===== src/rtl/dmairq_pkg.sv =====
package dmairq_pkg;

  typedef enum logic [1:0] {
    VIEW_PLAIN = 2'd0,
    VIEW_SET   = 2'd1,
    VIEW_CLEAR = 2'd2,
    VIEW_NONE  = 2'd3
  } view_e;

  localparam int IDX_DONE = 1;
  localparam int IDX_ERR  = 2;
  localparam int IDX_CTL  = 3;

endpackage


===== src/rtl/dmairq_alias_reg.sv =====
module dmairq_alias_reg
  import dmairq_pkg::*;
#(
  parameter int W = 32
) (
  input  logic         clk,
  input  logic         rst_n,
  input  logic         sw_wen,
  input  view_e        sw_view,
  input  logic [W-1:0] sw_data,
  input  logic [W-1:0] hw_set,
  input  logic [W-1:0] hw_clr,
  output logic [W-1:0] q
);

  logic [W-1:0] nxt;

  // Order: self-clear, then software view, then hardware set (events win).
  always_comb begin
    nxt = q & ~hw_clr;
    if (sw_wen) begin
      unique case (sw_view)
        VIEW_PLAIN: nxt = sw_data;
        VIEW_SET:   nxt = nxt | sw_data;
        VIEW_CLEAR: nxt = nxt & ~sw_data;
        default:    nxt = nxt;
      endcase
    end
    nxt = nxt | hw_set;
  end

  always_ff @(posedge clk or negedge rst_n) begin
    if (!rst_n) q <= '0;
    else        q <= nxt;
  end

  // every hardware event bit is present after the edge.
  assert_hw_event_captured_R6: assert property (@(posedge clk) disable iff (!rst_n)
    (hw_set != '0) |=> ((q & $past(hw_set)) == $past(hw_set)));

endmodule


===== src/rtl/dmairq_chan_out.sv =====
module dmairq_chan_out #(
  parameter int NCH = 16,
  localparam int DW = 2 * NCH
) (
  input  logic [DW-1:0]  done_q,
  input  logic [DW-1:0]  err_q,
  output logic [NCH-1:0] irq,
  output logic [NCH-1:0] fault
);

  for (genvar i = 0; i < NCH; i++) begin : g_ch
    logic cmp_hit;
    logic err_flag;
    logic bus_stat;
    assign cmp_hit  = done_q[i] & done_q[NCH+i];
    assign err_flag = err_q[i];
    assign bus_stat = err_q[NCH+i];
    assign irq[i]   = cmp_hit | err_flag;
    // Termination alongside completion is benign; bus error never is.
    assign fault[i] = bus_stat | (err_flag & ~done_q[i]);
  end

endmodule


===== src/rtl/dmairq_bank.sv =====
module dmairq_bank
  import dmairq_pkg::*;
#(
  parameter int NCH    = 16,
  parameter int ADDR_W = 6,
  localparam int DW    = 2 * NCH,
  localparam int IW    = ADDR_W - 2
) (
  input  logic              clk,
  input  logic              rst_n,
  input  logic              bus_wen,
  input  logic [ADDR_W-1:0] bus_addr,
  input  logic [DW-1:0]     bus_wdata,
  output logic [DW-1:0]     bus_rdata,
  input  logic [NCH-1:0]    ev_done,
  input  logic [NCH-1:0]    ev_term,
  input  logic [NCH-1:0]    ev_buserr,
  output logic [NCH-1:0]    irq,
  output logic [NCH-1:0]    fault,
  output logic [NCH-1:0]    chan_freeze,
  output logic [NCH-1:0]    chan_reset
);

  logic [IW-1:0] idx;
  view_e         view;
  logic          wen_done, wen_err, wen_ctl;
  logic [DW-1:0] done_q, err_q, ctl_q;

  assign idx      = bus_addr[ADDR_W-1:2];
  assign view     = view_e'(bus_addr[1:0]);
  assign wen_done = bus_wen && (idx == IW'(IDX_DONE));
  assign wen_err  = bus_wen && (idx == IW'(IDX_ERR));
  assign wen_ctl  = bus_wen && (idx == IW'(IDX_CTL));

  dmairq_alias_reg #(.W(DW)) u_done_reg (
    .clk(clk), .rst_n(rst_n),
    .sw_wen(wen_done), .sw_view(view), .sw_data(bus_wdata),
    .hw_set({{NCH{1'b0}}, ev_done}),
    .hw_clr('0),
    .q(done_q)
  );

  dmairq_alias_reg #(.W(DW)) u_err_reg (
    .clk(clk), .rst_n(rst_n),
    .sw_wen(wen_err), .sw_view(view), .sw_data(bus_wdata),
    .hw_set({ev_buserr, ev_term | ev_buserr}),
    .hw_clr('0),
    .q(err_q)
  );

  dmairq_alias_reg #(.W(DW)) u_ctl_reg (
    .clk(clk), .rst_n(rst_n),
    .sw_wen(wen_ctl), .sw_view(view), .sw_data(bus_wdata),
    .hw_set('0),
    .hw_clr({ctl_q[DW-1:NCH], {NCH{1'b0}}}),
    .q(ctl_q)
  );

  dmairq_chan_out #(.NCH(NCH)) u_out (
    .done_q(done_q), .err_q(err_q), .irq(irq), .fault(fault)
  );

  assign chan_freeze = ctl_q[NCH-1:0];
  assign chan_reset  = ctl_q[DW-1:NCH];

  always_comb begin
    if      (idx == IW'(IDX_DONE)) bus_rdata = done_q;
    else if (idx == IW'(IDX_ERR))  bus_rdata = err_q;
    else if (idx == IW'(IDX_CTL))  bus_rdata = ctl_q;
    else                           bus_rdata = '0;
  end

  // with the bus idle, no asserted interrupt drops.
  assert_irq_sticky_R7: assert property (@(posedge clk) disable iff (!rst_n)
    !bus_wen |=> ((irq & $past(irq)) == $past(irq)));

  // freeze only moves on a bus write.
  assert_freeze_hold_R9: assert property (@(posedge clk) disable iff (!rst_n)
    !bus_wen |=> $stable(chan_freeze));

  // a reset pulse lasts one cycle unless rewritten.
  assert_reset_pulse_R10: assert property (@(posedge clk) disable iff (!rst_n)
    ((chan_reset != '0) && !bus_wen) |=> (chan_reset == '0));

  // a bus error always yields a fault on that channel.
  assert_buserr_fault_R8: assert property (@(posedge clk) disable iff (!rst_n)
    (ev_buserr != '0) |=> ((fault & $past(ev_buserr)) == $past(ev_buserr)));

endmodule


===== config.mk =====
export PLATFORM = sky130hd
export DESIGN_NAME = dmairq_bank
export DESIGN_NICKNAME = d
export VERILOG_FILES = /design/src/rtl/dmairq_pkg.sv /design/src/rtl/dmairq_alias_reg.sv /design/src/rtl/dmairq_chan_out.sv /design/src/rtl/dmairq_bank.sv
export SDC_FILE = /design/constraint.sdc
export NUM_CORES = 1
export LEC_CHECK = 0
export BUFFER_PORTS_ARGS = -buffer_cell sky130_fd_sc_hd__buf_2
export CORE_MARGIN = 8
export CORE_UTILIZATION = 30
export CTS_BUF_LIST = sky130_fd_sc_hd__clkbuf_4 sky130_fd_sc_hd__clkbuf_8
export CTS_CLUSTER_DIAMETER = 40
export DETAILED_ROUTE_END_ITERATION = 16
export PLACE_DENSITY_LB_ADDON = 0.25
export SYNTH_ARGS = -nofsm -noshare
export SYNTH_HDL_FRONTEND = slang
export SYNTH_SLANG_ARGS = --single-unit

===== constraint.sdc =====
create_clock -name clk -period 2.4 [get_ports clk]
set_clock_uncertainty 0.15 [all_clocks]
set_input_delay 0.48 -clock clk [delete_from_list [all_inputs] [get_ports clk]]
set_output_delay 0.48 -clock clk [all_outputs]
set_load 0.1 [all_outputs]

==> qor.csv <==
metric,value,unit
yosysSeqAreaShare,46.6,%
hold_path.class,in2reg,
ys_top_cells_by_area,"dfrtp_1 47%, a221o_1 6.2%, mux2i_1 6.2%, nand3_1 6.2%, a22o_1 5.4%",
cp-start-kind,input pin,
whs,132,ps
cts_sinks,96,
min_path_cells,2,
yosys.area.top_type,dfrtp_1,
via_per_inst,5.49,
clk_pin_slew_worst_paths,100,ps
avgRoutedWirePerCell,21.0,µm
cts_root_buf,clkbuf_8,
powerDensity,562,nW/µm²
synthSimpleGateAreaFrac,19.1,%
yosysMostFrequentCell,dfrtp_1,
dpl_worst_slack,18.8,ps
critPathMaxStageDelay,420,ps
crit_path_cell_trace,buf_2 -> or3b_4 -> buf_4 -> o21ai_4 -> buf_12,
crit_path_max_fanout,11,
vias,5084,
dp_hpwl,13600,µm
worstMarginPinSlew,533,ps
yosysTopAreaCellShare,46.6,%
synth_mux_area_share,6.44,%
drt-initial-drc-count,401,
status,"finished, final reports clean",
fin_crit,2350,ps
timing.rr.end,u_err_reg.q[2]$_DFF_PN0_,
yosys_warnings,0,
synth_compound_area_share,22.4,%
die_area,21600,µm²
drt_first_pass_iters,5,
synth_flop_cell,dfrtp_1,
synth-xor-area-share,0,%
die_h,147,µm
place.gp.congestion,0.856,
synth.cell_area,5150,µm²
cts_buffer_depth,2,
wirelength,19400,µm
synth_edf_count,0,
critPathSlowestCell,or3b_4,
post-route-period-util,97.8,%
setup_viol,0,
avgSynthCellArea,9.98,µm²
worstSkewPairLatency,370,ps
rsz0062_at_grt,no,
htree_levels,3,
synthDistinctLibCells,25,
final_nets,785,
postSynthCellCount,516,
arrival,1720,ps
core_area,17100,µm²
syn_nets,605,
synth_fa_ha_area_share,0,%
hold-path-endpoint,u_err_reg.q[15]$_DFF_PN0_,
max_freq,426,MHz
p_leak,0.00318,µW
busiest_layer,met2,
ir_drop,274,µV
drc,0,
slew_viol_final,0,
use_met3,5.57,%
post_cts_resized,0,
slew_headroom,64.7,%
syn_to_final_growth,48.9,%
die_w,147,µm
worstPathRequired,1770,ps
r2r-start,u_err_reg.q[2]$_DFF_PN0_,
synth_seq_cells,96,
regToRegSetupSlack,1150,ps
async_flop_share,100,%
setup_slack,53.4,ps
row_count,48,
layout-drive-gt1-share,43.4,%
cp-end-kind,primary output,
r2r_cells,3,
synth_common_cells,"96 x dfrtp_1, 64 x nand2_1, 64 x nand3_1",
synth_top_family_by_area,compound AO/OA/AOI/OAI gates,
hold_viol_final,0,
grt_pass1_wl,30300,µm
insertedDiodeCount,0,
final_cell_count_no_fill,926,
hp-start,ev_term[15],
use_met1,22.5,%
grt_max_degree,81,
criticalPathCategory,in2out,
grt_pass1_vias,5312,
io_buffers,184,
place_inst,906,
track_usage,17.6,%
grt_antenna_before_repair,3,
cap_violations,0,
cts_tree,built,
start_util,30.2,%
cts_made_buffers,9,
ios,185,
grt_overflow,0,
use_met2,27.9,%
ant_nets,0,
==> how the worst max path moves through the flow <==
stage,slack [ps],end,from
2_1_floorplan,-70,bus_rdata[0],bus_addr[5]
3_3_place_gp,50,bus_rdata[9],bus_addr[3]
3_5_place_dp,20,bus_rdata[26],bus_addr[3]
4_1_cts,20,bus_rdata[26],bus_addr[3]
5_1_grt,20,bus_rdata[26],bus_addr[3]
6_report,50,bus_rdata[24],bus_addr[3]
==> layout by cell type, fill, tap and decap left out, drive strengths merged <==
cell | synthesis | layout
nand2b | 33 | 33
nor4b | 2 | 2
or3b | 1 | 1
mux2 | 1 | 1
bufinv | 0 | 1
a31oi | 16 | 16
clkinv | 0 | 3
dfrtp | 96 | 96
and2 | 16 | 16
clkinvlp | 0 | 1
nand2 | 64 | 64
a221o | 32 | 32
o21ai | 31 | 31
a22o | 32 | 32
nor2b | 2 | 2
buf | 23 | 208
inv | 17 | 19
mux2i | 32 | 32
nand3 | 64 | 64
a2111o | 16 | 16
nor4bb | 1 | 1
o21bai | 16 | 16
nor3 | 3 | 3
dlygate4sd3 | 0 | 1
clkbuf | 18 | 10
==> power by group <==
part           internal, µW  switching (µW)  total [µW]  leakage (µW)
Combinational           393             984        1380       0.00206
Sequential             1730             109        1840       0.00102
Clock                   484             612        1100     0.0000998
Total                  2610            1700        4310       0.00318
==> critical path: cells and delay by family <==
kind	cells	cell delay, ps
buf+inv	3	610
simple gates	1	420
compound gates	1	190
==> layout make-up <==
class                      instances  area, µm²
fill                            1655       9390
multi-input combinational        362       2930
sequential                        96       2430
timing repair buffer             210       1770
tap                              225        282
clock buffer                       9        124
clock inverter                     7       70.1
inverter                          17       66.3
==> cells by family after synthesis <==
group / Yosys count
flip-flops: 96
AO/OA/AOI/OAI: 143
AND/OR/NAND/NOR: 186
multiplexers: 33
buffers and inverters: 58
==> timing repair <==
item | in CTS | in global routing
setup endpoints to repair | 0 | 17
buffers inserted | 0 | 2
hold buffers | 1 | 0
hold endpoints to repair | 35 | 0
==> registers in the layout, indices dropped and copies added (netlist names) <==
name / flops
u_ctl_reg.q: 32
u_err_reg.q: 32
u_done_reg.q: 32
==> through the flow <==
stage,total power (µW),TNS (ps),utilization [%],instance area (µm²)
after floorplan,2830,-744,-,5640
after global placement,3230,0,43.5,7430
after detailed placement,3250,0,43.5,7430
after CTS,4360,0,44.7,7630
after global routing,4490,0,45.0,7670
final,4310,0,45.0,7670
==> per-layer routing <==
layer	wire length, µm	share of wire, %
met1	8340	43
met5	30	0.15
met3	1650	8.5
met2	9030	46
met4	377	1.9
(Power assumes the default switching activity.)
